$ cat src/rtl/fsel_pkg.sv
package fsel_pkg;

  localparam int MODE_W = 2;
  localparam int FIDX_W = 3;

  typedef enum logic [MODE_W-1:0] {
    MODE_UNLOCKED = 2'd0,
    MODE_RUN      = 2'd1,
    MODE_TEST_REF = 2'd2,
    MODE_TEST_HIZ = 2'd3
  } fsel_mode_e;

  localparam logic [FIDX_W-1:0] FIDX_100  = 3'd0;
  localparam logic [FIDX_W-1:0] FIDX_133  = 3'd1;
  localparam logic [FIDX_W-1:0] FIDX_200  = 3'd2;
  localparam logic [FIDX_W-1:0] FIDX_266  = 3'd3;
  localparam logic [FIDX_W-1:0] FIDX_400  = 3'd4;
  localparam logic [FIDX_W-1:0] FIDX_NONE = 3'd7;

  // Three-level strap code: bit 1 set means mid level.
  function automatic logic strap_is_mid(input logic [1:0] lvl);
    return lvl[1];
  endfunction

  // Binary value of a two-level strap; mid collapses to 0.
  function automatic logic strap_bit(input logic [1:0] lvl);
    return lvl[1] ? 1'b0 : lvl[0];
  endfunction

  // CPU frequency index from captured straps and boost override.
  function automatic logic [FIDX_W-1:0] cpu_freq_idx(input logic a, input logic b,
                                                    input logic boost);
    logic [FIDX_W-1:0] idx;
    unique case ({a, b})
      2'b01:   idx = boost ? FIDX_400 : FIDX_200;
      2'b10:   idx = boost ? FIDX_266 : FIDX_133;
      default: idx = boost ? FIDX_200 : FIDX_100;
    endcase
    return idx;
  endfunction

endpackage

$ cat src/rtl/fsel_sync.sv
module fsel_sync #(
  parameter int   STAGES    = 2,
  parameter logic RESET_VAL = 1'b1
) (
  input  logic clk,
  input  logic rst_n,
  input  logic d,
  output logic q
);
  logic [STAGES-1:0] chain;

  always_ff @(posedge clk or negedge rst_n) begin
    if (!rst_n) chain <= {STAGES{RESET_VAL}};
    else        chain <= {chain[STAGES-2:0], d};
  end

  assign q = chain[STAGES-1];
endmodule

$ cat src/rtl/fsel_capture.sv
module fsel_capture
  import fsel_pkg::*;
(
  input  logic       clk,
  input  logic       rst_n,
  input  logic       pg_sync_n,
  input  logic       strap_a,
  input  logic [1:0] strap_b,
  output logic       locked,
  output logic       test_mode,
  output logic       cap_a,
  output logic       cap_b,
  output logic       cap_evt
);
  // One-shot: fires only while still unlocked.
  assign cap_evt = !locked && !pg_sync_n;

  always_ff @(posedge clk or negedge rst_n) begin
    if (!rst_n) begin
      locked    <= 1'b0;
      test_mode <= 1'b0;
      cap_a     <= 1'b0;
      cap_b     <= 1'b0;
    end else if (cap_evt) begin
      locked    <= 1'b1;
      test_mode <= strap_is_mid(strap_b);
      cap_a     <= strap_a;
      cap_b     <= strap_bit(strap_b);
    end
  end
endmodule

$ cat src/rtl/fsel_decode.sv
module fsel_decode
  import fsel_pkg::*;
(
  input  logic              locked,
  input  logic              test_mode,
  input  logic              cap_a,
  input  logic              cap_b,
  input  logic              live_a,
  input  logic              boost,
  output fsel_mode_e        mode,
  output logic [FIDX_W-1:0] freq_idx
);
  always_comb begin
    if (!locked) begin
      mode     = MODE_UNLOCKED;
      freq_idx = FIDX_NONE;
    end else if (test_mode) begin
      // live strap, no register on this path
      mode     = live_a ? MODE_TEST_HIZ : MODE_TEST_REF;
      freq_idx = FIDX_NONE;
    end else begin
      mode     = MODE_RUN;
      freq_idx = cpu_freq_idx(cap_a, cap_b, boost);
    end
  end
endmodule

$ cat src/rtl/fsel_strap_ctrl.sv
module fsel_strap_ctrl
  import fsel_pkg::*;
#(
  parameter int SYNC_STAGES = 2
) (
  input  logic              clk,
  input  logic              rst_n,
  input  logic              pgood_n,
  input  logic              strap_a,
  input  logic [1:0]        strap_b,
  input  logic              boost_sel,
  output logic [MODE_W-1:0] mode_o,
  output logic [FIDX_W-1:0] freq_idx_o,
  output logic [1:0]        strap_rb_o
);
  logic       pg_sync_n;
  logic       locked_w;
  logic       test_w;
  logic       cap_a_w;
  logic       cap_b_w;
  logic       cap_evt_w;
  fsel_mode_e mode_w;

  fsel_sync #(.STAGES(SYNC_STAGES), .RESET_VAL(1'b1)) u_sync (
    .clk  (clk),
    .rst_n(rst_n),
    .d    (pgood_n),
    .q    (pg_sync_n)
  );

  fsel_capture u_cap (
    .clk      (clk),
    .rst_n    (rst_n),
    .pg_sync_n(pg_sync_n),
    .strap_a  (strap_a),
    .strap_b  (strap_b),
    .locked   (locked_w),
    .test_mode(test_w),
    .cap_a    (cap_a_w),
    .cap_b    (cap_b_w),
    .cap_evt  (cap_evt_w)
  );

  fsel_decode u_dec (
    .locked   (locked_w),
    .test_mode(test_w),
    .cap_a    (cap_a_w),
    .cap_b    (cap_b_w),
    .live_a   (strap_a),
    .boost    (boost_sel),
    .mode     (mode_w),
    .freq_idx (freq_idx_o)
  );

  assign mode_o     = mode_w;
  assign strap_rb_o = {cap_b_w, cap_a_w};
endmodule

$ cat config.mk
export PLATFORM = sky130hd
export DESIGN_NAME = fsel_strap_ctrl
export DESIGN_NICKNAME = d
export VERILOG_FILES = /design/src/rtl/fsel_pkg.sv /design/src/rtl/fsel_sync.sv /design/src/rtl/fsel_capture.sv /design/src/rtl/fsel_decode.sv /design/src/rtl/fsel_strap_ctrl.sv
export SDC_FILE = /design/constraint.sdc
export NUM_CORES = 1
export LEC_CHECK = 0
export ABC_CLOCK_PERIOD_IN_PS = 900
export BUFFER_PORTS_ARGS = -buffer_cell sky130_fd_sc_hd__clkbuf_2
export CORE_AREA = 2 2 39 41
export CTS_CLUSTER_DIAMETER = 50
export DETAILED_ROUTE_END_ITERATION = 12
export DIE_AREA = 0 0 41 43
export PLACE_DENSITY = 0.55
export SYNTH_ARGS = -nofsm -noshare
export SYNTH_HDL_FRONTEND = slang
export SYNTH_SLANG_ARGS = --single-unit
$ cat constraint.sdc
create_clock -name clk -period 0.9 [get_ports clk]
set_input_delay 0.045 -clock clk [delete_from_list [all_inputs] [get_ports clk]]
set_output_delay 0.045 -clock clk [all_outputs]
set_load 0.02 [all_outputs]
==> reports/summary.txt <==
LOGIC SYNTHESIS
---------------------------------------------------------------------------------
Mapped Nets ........................................................           39
Syn Std Cell Area ..................................................      318 um2
Average footprint of a synthesized cell ............................     10.6 um2
Number of distinct library cells after synthesis ...................           18
Sequential share of the synthesized area ...........................        48.0%
Synthesized flop and latch total ...................................            6
Total number of yosys warnings .....................................            0
Gate count after technology mapping ................................           30

FINAL LAYOUT
---------------------------------------------------------------------------------
Layout-stage area growth over the synthesis result .................        98.4%
Final core utilization .............................................        45.6%
Area occupied by multi-input gates .................................      184 um2
Proportion of layout cells with a drive suffix above 1 .............        73.7%
Layout net count ...................................................           68
Final Cell Area ....................................................      631 um2
Number of antenna cells inserted ...................................            0
Top library cells by usage in the layout, fill and taps aside ...... clkbuf_2, buf_6, buf_4
Number of fillers in the final layout ..............................          130
FF/Latch Area ......................................................      153 um2

CRITICAL PATH
---------------------------------------------------------------------------------
Category of the most critical setup path ........................... register to output pin
Startpoint of the lowest-slack register-to-register path ........... u_cap.locked
Cell Chain, Critical Path .......................................... inv_2 -> ha_4 -> nor3b_4 -> o21ai_2 -> buf_6
Crit start category ................................................     register
Reg-to-reg slack, setup ............................................      -230 ps
Endpoint kind of the worst setup timing path .......................   output pin
Highest-delay cell along the critical path .........................      dfrtp_1
Timing startpoint of the critical path .............................  u_cap.cap_a
Capturing element of the worst setup path .......................... freq_idx_o[1]
Data required, critical path .......................................       850 ps
Max incr delay on CP ...............................................       400 ps
Reg2reg path depth .................................................            3
Crit-path max FO ...................................................            3
End of the worst register-to-register path ......................... u_cap.test_mode
Critical Path AT ...................................................      1350 ps

FLOORPLAN
---------------------------------------------------------------------------------
Die height .........................................................        43 um
Die Footprint ......................................................  0.00176 mm2
Starting Density ...................................................        23.0%
Horizontal extent of the die .......................................        41 um
I/O pins ...........................................................           14
Placeable core area ................................................  0.00138 mm2
Row cnt ............................................................           14

PLACE
---------------------------------------------------------------------------------
GP Congestion ......................................................        0.640
Post-detailed-placement cell area ..................................      460 um2
Worst setup slack after placement ..................................      -237 ps
Post-DP HPWL .......................................................       487 um
Count of input and output buffers ..................................           13

STA
---------------------------------------------------------------------------------
Hold Violations, Final .............................................            0
Setup repair after global routing missed its margin ................          yes
Final hold slack ...................................................      45.5 ps
Rel. slew slack ....................................................        89.0%
Measured slew at the worst slew-check pin ..........................       165 ps
Clock skew after layout ............................................      3.16 ps
Worst setup slack after layout .....................................      -493 ps
Pins over their slew limit .........................................            0
Max Clock Freq .....................................................    0.718 GHz
Fin Setup TNS ......................................................     -2280 ps
Final worst-path cycle share .......................................         155%
Final setup viols ..................................................           10
Time the final worst path needs with I/O delays and setup ..........      1390 ps

CLOCKING
---------------------------------------------------------------------------------
Number of sinks handled by clock tree synthesis ....................            6
Maximum number of buffers from clock root to sink ..................            2
TritonCTS clock tree ...............................................        built
Level count of the clock H-tree ....................................            1
Clk root buf .......................................................     clkbuf_4
Number of CTS-inserted buffers .....................................            3
Insertion delay of the later-clocked pin in the worst-skew pair ....       240 ps
Clock slew seen by the registers of the worst setup and hold paths .        50 ps

POWER
---------------------------------------------------------------------------------
Clock Power Share ..................................................        33.6%
Switching part of the total power ..................................        25.2%
Combinational share of power .......................................        25.4%
Part of the power in registers .....................................        41.0%
Leakage ............................................................     0.304 nW
Max IR drop VDD ....................................................     0.616 mV
Pwr dens ...........................................................  1150 mW/mm2
Switch Pwr .........................................................   0.000183 W
Internal ...........................................................   0.000541 W

DRT
---------------------------------------------------------------------------------
Post-detailed-route DRC marker count ...............................            0
Via density per instance ...........................................         4.07
Vias after detailed routing ........................................          297
Number of DRC markers in iteration 0 ...............................            1
Routed length per instance .........................................      9.73 um
Detailed Routing Iterations Pass 1 .................................            2
Total wirelength of the detailed-routed design .....................       710 um
Post-route antenna net violation count .............................            0

GLOBAL ROUTING
---------------------------------------------------------------------------------
M3 GR Usage ........................................................        3.14%
Met2 demand-to-capacity share in global routing ....................        14.4%
Overall overflow remaining after global route ......................            0
Largest net degree at the start of global routing ..................            7
First-pass GRT wire length .........................................      1060 um
Busiest grt layer ..................................................         met2
Via count of the first global-routing pass .........................          294
Initial antenna violation count ....................................            0
GRT Overall Usage ..................................................        8.90%
GR met1 Demand/Resource ............................................        8.88%

JOB
---------------------------------------------------------------------------------
Max_cap viols ......................................................            0

STATUS
---------------------------------------------------------------------------------
Violations in the final reports .................................... setup timing
Status ............................................................. finished with violations

HOLD PATH
---------------------------------------------------------------------------------
Hold Path Class .................................................... input port to register

[how the worst min path moves through the flow]
| stage | end | start | cells past startpoint | slack [ps] |
|---|---|---|---|---|
| floorplan | u_cap.cap_a | rst_n | 0 | -250 |
| global placement | u_cap.test_mode | rst_n | 1 | -120 |
| detailed placement | u_cap.test_mode | rst_n | 1 | -120 |
| CTS | u_cap.test_mode | strap_b[1] | 2 | 30 |
| global route | u_cap.test_mode | strap_b[1] | 2 | 40 |
| finish | u_cap.test_mode | strap_b[1] | 2 | 50 |
[critical path, delay by kind of cell (launching register included)]
family / cells / cell delay, ps
flops: 1 / 400
buf+inv: 2 / 220
compound gates: 1 / 80
simple gates: 1 / 200
fa+ha+maj: 1 / 210
[routing by layer]
layer / share of wire [%] / vias to the layer above
met5: 0 / -
met4: 0 / 0
met3: 5.1 / 0
met2: 52 / 11
met1: 43 / 135
li1: - / 151
[stage by stage]
stage                     power (W)  instances
after floorplan            0.000377         30
after global placement     0.000427         63
after detailed placement   0.000429         63
after CTS                  0.000718         71
after global routing       0.000770         73
final                      0.000723         73
[logic make-up (layout without fill, tap and decap cells)]
kind of cell | after synthesis | in the layout | share of synthesized area, %
AND/OR/NAND/NOR | 10 | 10 | 21.3
flip-flops | 6 | 6 | 48.0
buffers and inverters | 6 | 33 | 9.45
AO/OA/AOI/OAI | 5 | 5 | 8.66
adder cells (fa/ha/maj) | 2 | 2 | 7.87
multiplexers | 1 | 1 | 4.72
[final cells by class]
type / count / area share, %
Clock buffer: 3 / 3.57
Inverter: 4 / 2.38
Tap cell: 16 / 3.17
Multi-Input combinational cell: 18 / 29.2
Sequential cell: 6 / 24.2
Timing Repair Buffer: 26 / 37.5
[power by group through the flow]
stage	clock network, W	logic (W)	registers [W]
global route	0.000275	0.000198	0.000297
CTS	0.000265	0.000157	0.000296
global placement	0	0.000127	0.000300
detailed placement	0	0.000129	0.000300
finish	0.000243	0.000184	0.000296
floorplan	0	0.0000791	0.000298
[repair_timing]
action,4_1_cts,5_1_grt
hold buffers,2,0
endpoints found under the setup margin,9,10
buffers inserted,4,3
hold endpoints to repair,7,0
resized for setup,11,17
pin swaps,1,6
[state kept, by name, summed over array words and instances (netlist names)]
signal           flops
u_sync.chain         2
u_cap.cap_a          1
u_cap.cap_b          1
u_cap.locked         1
u_cap.test_mode      1
[synthesized netlist by cell type]
cell type	n	area [um2]
o21ai_0	2	10.0
a21oi_1	1	5.00
and2_2	1	7.51
buf_4	2	15.0
mux2_4	1	15.0
nor3b_1	1	7.51
nor2_4	1	11.3
nand3b_1	1	7.51
a21boi_0	1	7.51
dfstp_2	2	52.6
dfrtp_1	4	100
nand3_1	1	5.00
o21ai_1	1	5.00
nand2b_1	2	12.5
inv_1	4	15.0
nand2_1	2	7.51
ha_1	2	25.0
and2b_2	1	8.76
Power figures use the tool's default switching activity.
